$ cat config.mk
export PLATFORM = sky130hd
export DESIGN_NAME = serial_rx_flags
export DESIGN_NICKNAME = d
export VERILOG_FILES = /design/src/rtl/srx_pkg.sv /design/src/rtl/srx_sync.sv /design/src/rtl/srx_deser.sv /design/src/rtl/srx_hold.sv /design/src/rtl/serial_rx_flags.sv
export SDC_FILE = /design/constraint.sdc
export NUM_CORES = 1
export LEC_CHECK = 0
export ABC_AREA = 1
export CAP_MARGIN = 30
export CORE_MARGIN = 10
export CORE_UTILIZATION = 35
export CTS_CLUSTER_DIAMETER = 40
export DETAILED_ROUTE_END_ITERATION = 10
export HOLD_SLACK_MARGIN = 0.12
export PLACE_DENSITY = 0.61
export REMOVE_ABC_BUFFERS = 1
export SLEW_MARGIN = 20
export SYNTH_ARGS = -nofsm -noshare
export SYNTH_HDL_FRONTEND = slang
export SYNTH_SLANG_ARGS = --single-unit
$ cat constraint.sdc
create_clock -name clk -period 5.17 [get_ports clk]
set_clock_uncertainty 0.1 [all_clocks]
set_input_delay 1.034 -clock clk [delete_from_list [all_inputs] [get_ports clk]]
set_output_delay 1.034 -clock clk [all_outputs]
set_load 0.005 [all_outputs]
$ cat src/rtl/srx_pkg.sv
package srx_pkg;

    localparam int CHAR_W   = 8;
    localparam int ST_READY = 7;
    localparam int ST_ADDR  = 6;
    localparam int ST_OVR   = 5;

    typedef struct packed {
        logic              addr;
        logic [CHAR_W-1:0] data;
    } rx_char_t;

    typedef enum logic [1:0] {
        RX_IDLE,
        RX_START,
        RX_BITS,
        RX_STOP
    } rx_state_e;

    // Shift register holds the last CHAR_W+1 bits, newest at the top.
    function automatic rx_char_t unpack_frame(input logic [CHAR_W:0] sh,
                                              input logic wide);
        rx_char_t c;
        c.addr = sh[CHAR_W];
        if (wide) c.data = sh[CHAR_W-1:0];
        else      c.data = {1'b0, sh[CHAR_W-1:1]};
        return c;
    endfunction

    function automatic logic [CHAR_W-1:0] pack_status(input logic rdy,
                                                      input logic adr,
                                                      input logic ovr);
        logic [CHAR_W-1:0] s;
        s           = '0;
        s[ST_READY] = rdy;
        s[ST_ADDR]  = rdy & adr;
        s[ST_OVR]   = ovr;
        return s;
    endfunction

endpackage

$ cat src/rtl/srx_sync.sv
module srx_sync #(
    parameter int STAGES = 2
) (
    input  logic clk,
    input  logic rst,
    input  logic d,
    output logic q
);
    logic [STAGES-1:0] chain;

    generate
        if (STAGES == 1) begin : g_single
            always_ff @(posedge clk) begin
                if (rst) chain <= '1;
                else     chain <= d;
            end
        end else begin : g_multi
            always_ff @(posedge clk) begin
                if (rst) chain <= '1;
                else     chain <= {chain[STAGES-2:0], d};
            end
        end
    endgenerate

    assign q = chain[STAGES-1];
endmodule

$ cat src/rtl/srx_deser.sv
module srx_deser
    import srx_pkg::*;
#(
    parameter int OS_RATE = 16
) (
    input  logic     clk,
    input  logic     rst,
    input  logic     line,
    input  logic     tick,
    input  logic     wide_mode,
    output logic     start_ok,
    output logic     done,
    output rx_char_t chr
);
    localparam int CNT_W  = $clog2(OS_RATE);
    localparam int MID    = OS_RATE / 2 - 1;
    localparam int LAST   = OS_RATE - 1;
    localparam int BCNT_W = $clog2(CHAR_W + 1);

    rx_state_e         state;
    logic [CNT_W-1:0]  cnt;
    logic [BCNT_W-1:0] nbit;
    logic [CHAR_W:0]   sh;
    logic              wide_q;
    logic [BCNT_W-1:0] last_bit;

    assign last_bit = wide_q ? BCNT_W'(CHAR_W) : BCNT_W'(CHAR_W - 1);
    assign start_ok = tick && (state == RX_START) && (cnt == CNT_W'(MID)) && !line;
    assign done     = tick && (state == RX_STOP) && (cnt == CNT_W'(LAST));
    assign chr      = unpack_frame(sh, wide_q);

    always_ff @(posedge clk) begin
        if (rst) begin
            state  <= RX_IDLE;
            cnt    <= '0;
            nbit   <= '0;
            sh     <= '0;
            wide_q <= 1'b1;
        end else if (tick) begin
            unique case (state)
                RX_IDLE: begin
                    if (!line) begin
                        state <= RX_START;
                        cnt   <= '0;
                    end
                end
                RX_START: begin
                    if (cnt == CNT_W'(MID)) begin
                        cnt  <= '0;
                        nbit <= '0;
                        sh   <= '0;
                        if (!line) begin
                            state  <= RX_BITS;
                            wide_q <= wide_mode;
                        end else begin
                            state <= RX_IDLE;
                        end
                    end else begin
                        cnt <= cnt + 1'b1;
                    end
                end
                RX_BITS: begin
                    if (cnt == CNT_W'(LAST)) begin
                        cnt  <= '0;
                        sh   <= {line, sh[CHAR_W:1]};
                        nbit <= nbit + 1'b1;
                        if (nbit == last_bit) state <= RX_STOP;
                    end else begin
                        cnt <= cnt + 1'b1;
                    end
                end
                RX_STOP: begin
                    if (cnt == CNT_W'(LAST)) begin
                        cnt   <= '0;
                        state <= RX_IDLE;
                    end else begin
                        cnt <= cnt + 1'b1;
                    end
                end
            endcase
        end
    end
endmodule

$ cat src/rtl/srx_hold.sv
module srx_hold
    import srx_pkg::*;
(
    input  logic     clk,
    input  logic     rst,
    input  logic     start_ok,
    input  logic     done,
    input  rx_char_t chr,
    input  logic     rd_take,
    output rx_char_t cur,
    output logic     ready,
    output logic     ovr,
    output logic     irq,
    output logic     pend_valid
);
    rx_char_t pend;
    logic     drop;
    logic     done_keep, load_pend, load_new, park_new, any_load;

    always_comb begin
        done_keep = done && !drop;
        load_pend = rd_take && pend_valid;
        load_new  = done_keep && ((rd_take && !pend_valid) || (!rd_take && !ready));
        park_new  = done_keep && !load_new;
        any_load  = load_pend || load_new;
    end

    always_ff @(posedge clk) begin
        if (rst) begin
            cur        <= '0;
            pend       <= '0;
            ready      <= 1'b0;
            pend_valid <= 1'b0;
            ovr        <= 1'b0;
            irq        <= 1'b0;
            drop       <= 1'b0;
        end else begin
            if (start_ok) drop <= pend_valid;

            if (load_pend)     cur <= pend;
            else if (load_new) cur <= chr;

            if (any_load)     ready <= 1'b1;
            else if (rd_take) ready <= 1'b0;

            if (park_new) begin
                pend       <= chr;
                pend_valid <= 1'b1;
            end else if (load_pend) begin
                pend_valid <= 1'b0;
            end

            if (start_ok && pend_valid) ovr <= 1'b1;
            else if (rd_take)           ovr <= 1'b0;

            if (any_load)     irq <= 1'b1;
            else if (rd_take) irq <= 1'b0;
        end
    end
endmodule

$ cat src/rtl/serial_rx_flags.sv
module serial_rx_flags
    import srx_pkg::*;
#(
    parameter int OS_RATE     = 16,
    parameter int SYNC_STAGES = 2
) (
    input  logic              clk,
    input  logic              rst,
    input  logic              rx_line,
    input  logic              os_tick,
    input  logic              wide_mode,
    input  logic              rd_en,
    input  logic              rd_sel,
    output logic [CHAR_W-1:0] rd_value,
    output logic              rx_irq
);
    logic     line_s;
    logic     start_ok, done;
    rx_char_t chr, cur;
    logic     flag_ready, flag_ovr, pend_valid, rd_take;

    assign rd_take = rd_en && !rd_sel;

    srx_sync #(.STAGES(SYNC_STAGES)) u_sync (
        .clk(clk), .rst(rst), .d(rx_line), .q(line_s)
    );

    srx_deser #(.OS_RATE(OS_RATE)) u_deser (
        .clk(clk), .rst(rst), .line(line_s), .tick(os_tick),
        .wide_mode(wide_mode), .start_ok(start_ok), .done(done), .chr(chr)
    );

    srx_hold u_hold (
        .clk(clk), .rst(rst), .start_ok(start_ok), .done(done), .chr(chr),
        .rd_take(rd_take), .cur(cur), .ready(flag_ready), .ovr(flag_ovr),
        .irq(rx_irq), .pend_valid(pend_valid)
    );

    assign rd_value = rd_sel ? pack_status(flag_ready, cur.addr, flag_ovr) : cur.data;
endmodule

==> results of run 1 <==
-- critical path, stage by stage --
cell	delay (ns)
clkdlybuf4s50_1	0.66
nand2_1	0.11
o22ai_1	0.12
clkdlybuf4s50_1	0.52
-- cells in the mapped netlist, drive strengths merged --
library cell and count:
a211oi 1, a21oi 37, a31oi 1, and3 6, buf 9, clkbuf 6
dfxtp 44, ha 7, inv 31, nand2 84, nand3 25, nand3b 2
nand4 3, nor2 30, nor3 1, o21ai 16, o22ai 1, or2 2
xnor2 1, xor2 2
-- how the worst max path moves through the flow --
stage | cells after the start | from | endpoint | slack, ns
after floorplan | 8 | rd_sel | u_hold.pend[0] | 2.63
after global placement | 4 | rd_sel | rd_value[6] | 1.58
after detailed placement | 4 | rd_sel | rd_value[6] | 1.56
after CTS | 4 | rd_sel | rd_value[6] | 1.55
after global routing | 4 | rd_sel | rd_value[6] | 1.45
final | 4 | rd_sel | rd_value[6] | 1.58
-- cells by family after synthesis --
group / after synthesis
xor+xnor: 3
fa+ha+maj: 7
flops: 44
simple gates: 153
buf+inv: 46
compound gates: 56
-- through the flow --
step,std cells,instance area (sq um),worst slack [ns],hold WS (ns)
after floorplan,294,2130,2.63,0.289
after global placement,386,2390,1.58,0.291
after detailed placement,386,2390,1.56,0.298
after CTS,394,2500,1.55,0.318
after global routing,394,2500,1.45,0.328
final,394,2500,1.58,0.314
-- layer usage --
layer / GRT usage / vias to the layer above / routed length [um]
li1: - / 1010 / -
met4: 0.0397 / 0 / 80
met1: 0.114 / 805 / 2180
met5: 0 / - / 0
met2: 0.137 / 27 / 1900
met3: 0.0249 / 5 / 166
-- registers in the layout, indices dropped and copies added (netlist names), named ones only --
signal and cells:
u_deser.cnt 4, u_deser.state 1, u_hold.drop 1, u_deser.sh 9, u_sync.chain 2, u_deser.nbit 4, u_hold.ready 1, u_hold.ovr 1
u_hold.pend_valid 1, u_hold.pend 9, u_hold.cur 9, u_deser.wide_q 1
-- area by class of cell --
cell class	instances	share of cell area
Tap cell	75	0.0375
Inverter	31	0.0465
Timing Repair Buffer	17	0.0660
Clock inverter	3	0.0170
Clock buffer	5	0.0275
Multi-Input combinational cell	219	0.454
Sequential cell	44	0.352
-- power groups by stage --
stage	Clock (W)	Sequential [W]	Combinational, W
after floorplan	0	0.000349	0.0000177
after global routing	0.000281	0.000342	0.0000381
after global placement	0	0.000349	0.0000335
after detailed placement	0	0.000349	0.0000336
final	0.000263	0.000341	0.0000331
after CTS	0.000272	0.000341	0.0000338
==> metrics.csv, run 1 <==
metric;value;unit
status;completed;
avgSynthCellArea;7.17;sq um
die_area;0.00991;sq mm
power_density;255;mW/mm^2
clock_sinks;44;
drv_cap;0;
cts_made_buffers;5;
seq_power_share;0.535;
clk_latency;0.30;ns
slew_headroom;0.588;
detail_route.iter0.violations;42;
holdPathStages;1;
grt_usage;0.0897;
synth_top_area_cell;dfxtp_1;
synth_area;0.00221;sq mm
grt_pass1_wl;7560;um
post_cts_resized;0;
ctsHoldBuffers;0;
worstMarginPinSlew;0.618;ns
final_common_cell;nand2_1;
p_int;0.000494;W
syn2layout_area_growth;13.0;%
period_needed;3.59;ns
die_width;99.5;um
whs_endpoint;u_sync.chain[1];
ys_ff_latch;44;
drive_gt1_frac;0.119;
irDropWorstVdd;0.100;mV
gp_congestion;0.807;
cts_buffer_depth;2;
grt_pass1_vias;1662;
crit_required;4.04;ns
core;0.00603;sq mm
syn_inst;309;
p_sw;0.000144;W
nNetsFinal;332;
worstSetupEndpointType;primary output;
slew_viol_final;0;
vias;1847;
critPathArrivalTime;2.45;ns
yosysWarnings;0;
cts_root_buf;clkbuf_8;
vias_per_cell;4.69;
max_freq;279;MHz
cts.htree.levels;2;
setup_violations;0;
post-route-util;0.415;
finalWirelength;4330;um
antenna_left;0;
synth_top_family_by_area;simple AND/OR/NAND/NOR gates;
dr.pass1.iters;6;
reg2reg_to;u_deser.sh[5];
die_y;99.5;um
clkPwrFrac;0.413;
crit_type;in -> out;
fillers;641;
synthXorXnorAreaFrac;0.0119;
hold_violations;0;
final_cell_mix;nand2_1, dfxtp_1, inv_1, a21oi_1, nor2_1;
ff2ff_path_depth;7;
ys_seq_area_frac;0.398;
critPathLaunchType;input port;
setup-tns-final;0;ns
post_cts_buffers;0;
swShare;0.225;
synthTopCellsByArea;dfxtp_1, nand2_1, a21oi_1, nand3_1, inv_1;
wl_per_cell;11.0;um
num_antenna_cells;0;
cts_tree;built;
regToRegSetupSlack;3.02;ns
yosysTopAreaCellShare;0.398;
placement_rows;28;
yosys.area_share.adder;0.0395;
grt_overflow_total;0;
rsz0062_at_grt;no;
hold_path_class;reg -> reg;
critPathMaxFanout;11;
initial_utilization;0.368;
hp-start;u_sync.chain[0];
p_leak;0.913;nW
muxShareOfSynthArea;0;
io_pins;16;
drc;0;
grt_antenna_before_repair;0;
comb_power_share;0.052;
total_power;0.000638;W
ys_types;30;
finalCritPeriodShare;0.694;
grt_max_degree;31;
synth_compound_area_frac;0.144;
r2r-start;u_deser.state[0];
hpwl;3050;um
portBuffers;15;
synthSimpleGateAreaFrac;0.317;
seqCellArea;881;sq um
multi_input_area;0.00113;sq mm
cts.reportedPaths.clkPinSlew;0.08;ns
Note: power is estimated with default switching activity, not from simulation.
==> run 2, diff against run 1 <==
PLACE_DENSITY = 0.63   (was 0.61)
clock period = 3.05 ns   (was 5.17 ns; I/O delays follow)
==> metrics.csv, run 2 (synthesized netlist as in run 1, its figures left out) <==
metric;value;unit;change
slew_viol_final;0;;unchanged
seq_power_share;0.565;;was 0.535
cts_tree;built;;unchanged
p_leak;0.903;nW;was 0.913 nW
initial_utilization;0.368;;unchanged
wl_per_cell;11.3;um;was 11.0 um
power_density;412;mW/mm^2;was 255 mW/mm^2
dp_slack;0.295;ns;was 1.56 ns
grt_pass1_vias;1784;;was 1662
final_cell_mix;nand2_1, dfxtp_1, inv_1, a21oi_1, nor2_1;;unchanged
gp_congestion;0.785;;was 0.807
io_pins;16;;unchanged
num_antenna_cells;0;;unchanged
drv_cap;0;;unchanged
slew_headroom;0.593;;was 0.588
antenna_left;0;;unchanged
finalWirelength;4450;um;was 4330 um
grt_max_degree;30;;was 31
vias_per_cell;4.72;;was 4.69
finalCritPeriodShare;0.901;;
setup-tns-final;0;ns;unchanged
fillers;637;;was 641
worstMarginPinSlew;0.610;ns;was 0.618 ns
crit_required;2.34;ns;was 4.04 ns
cts_made_buffers;5;;unchanged
irDropWorstVdd;0.159;mV;was 0.100 mV
period_needed;2.75;ns;
hold_violations;0;;unchanged
post_cts_buffers;0;;unchanged
rsz0062_at_grt;no;;unchanged
comb_power_share;0.055;;was 0.052
cts.reportedPaths.clkPinSlew;0.08;ns;about the same
p_sw;0.000246;W;was 0.000144 W
die_width;99.5;um;unchanged
die_area;0.00991;sq mm;unchanged
setup_violations;0;;unchanged
max_freq;364;MHz;
finalWorstSetupSlack;0.302;ns;was 1.58 ns
grt_usage;0.0950;;was 0.0897
critPathLaunchType;input port;;unchanged
status;completed;;unchanged
core;0.00603;sq mm;unchanged
cts_root_buf;clkbuf_8;;unchanged
clk_latency;0.30;ns;about the same
hold_slack;0.312;ns;was 0.314 ns
dr.pass1.iters;4;;was 6
syn2layout_area_growth;12.4;%;was 13.0%
cts_buffer_depth;2;;unchanged
fin_area;0.00249;sq mm;was 0.00250 sq mm
ctsHoldBuffers;0;;unchanged
crit_type;in -> out;;unchanged
final_common_cell;nand2_1;;unchanged
critPathMaxFanout;11;;unchanged
die_y;99.5;um;unchanged
multi_input_area;0.00113;sq mm;unchanged
worstSetupEndpointType;primary output;;unchanged
grt_overflow_total;0;;unchanged
vias;1858;;was 1847
nNetsFinal;332;;unchanged
reg_top3;u_deser.sh x9, u_hold.cur x9, u_hold.pend x9;;unchanged
swShare;0.240;;was 0.225
critPathArrivalTime;2.04;ns;was 2.45 ns
placement_rows;28;;unchanged
clkPwrFrac;0.381;;was 0.413
post_cts_resized;0;;unchanged
cts.htree.levels;2;;unchanged
seqCellArea;881;sq um;unchanged
clock_sinks;44;;unchanged
detail_route.iter0.violations;58;;was 42
hpwl;3260;um;was 3050 um
hold_path_class;reg -> reg;;unchanged
p_int;0.000778;W;was 0.000494 W
drive_gt1_frac;0.119;;unchanged
placed_area;0.00239;sq mm;unchanged
grt_pass1_wl;7960;um;was 7560 um
drc;0;;unchanged
portBuffers;15;;unchanged
grt_antenna_before_repair;0;;unchanged
## run 2: path summary, 6_finish.rpt
path	slack [ns]	end	startpoint	cells after the start
hold / removal	0.31	u_sync.chain[1]	u_sync.chain[0]	1
hold reg to reg	0.31	u_sync.chain[1]	u_sync.chain[0]	1
setup / recovery	0.30	rd_value[6]	rd_sel	4
setup reg to reg	0.87	u_deser.nbit[2]	u_deser.state[0]	7
## run 2: critical path, stage by stage
cell and delay (ns):
clkdlybuf4s50_1 0.67, nand2_1 0.11, o22ai_1 0.12, clkdlybuf4s50_1 0.52
## run 2: power groups by stage
stage	combinational [W]	sequential [W]	clock, W
after floorplan	0.0000301	0.000592	0
after global placement	0.0000565	0.000592	0
after detailed placement	0.0000565	0.000592	0
after CTS	0.0000566	0.000579	0.000407
after global routing	0.0000625	0.000580	0.000427
final	0.0000559	0.000579	0.000390
## run 2: per-stage QoR
step	util	power, W	std cells
after floorplan	-	0.000622	294
after global placement	0.397	0.000649	386
after detailed placement	0.397	0.000649	386
after CTS	0.413	0.00104	394
after global routing	0.413	0.00107	394
final	0.413	0.00102	394
## run 2: cell type report
class | count | area share
Sequential cell | 44 | 0.354
Inverter | 31 | 0.0468
Clock inverter | 2 | 0.00603
Timing Repair Buffer | 17 | 0.0664
Clock buffer | 6 | 0.0332
Tap cell | 75 | 0.0377
Multi-Input combinational cell | 219 | 0.456
## run 2: per-layer routing
| layer | global-route usage | vias up | wire, um |
|---|---|---|---|
| li1 | - | 1005 | - |
| met1 | 0.117 | 825 | 2250 |
| met2 | 0.149 | 22 | 1960 |
| met3 | 0.0298 | 6 | 158 |
| met4 | 0.0397 | 0 | 72 |
| met5 | 0 | - | 0 |
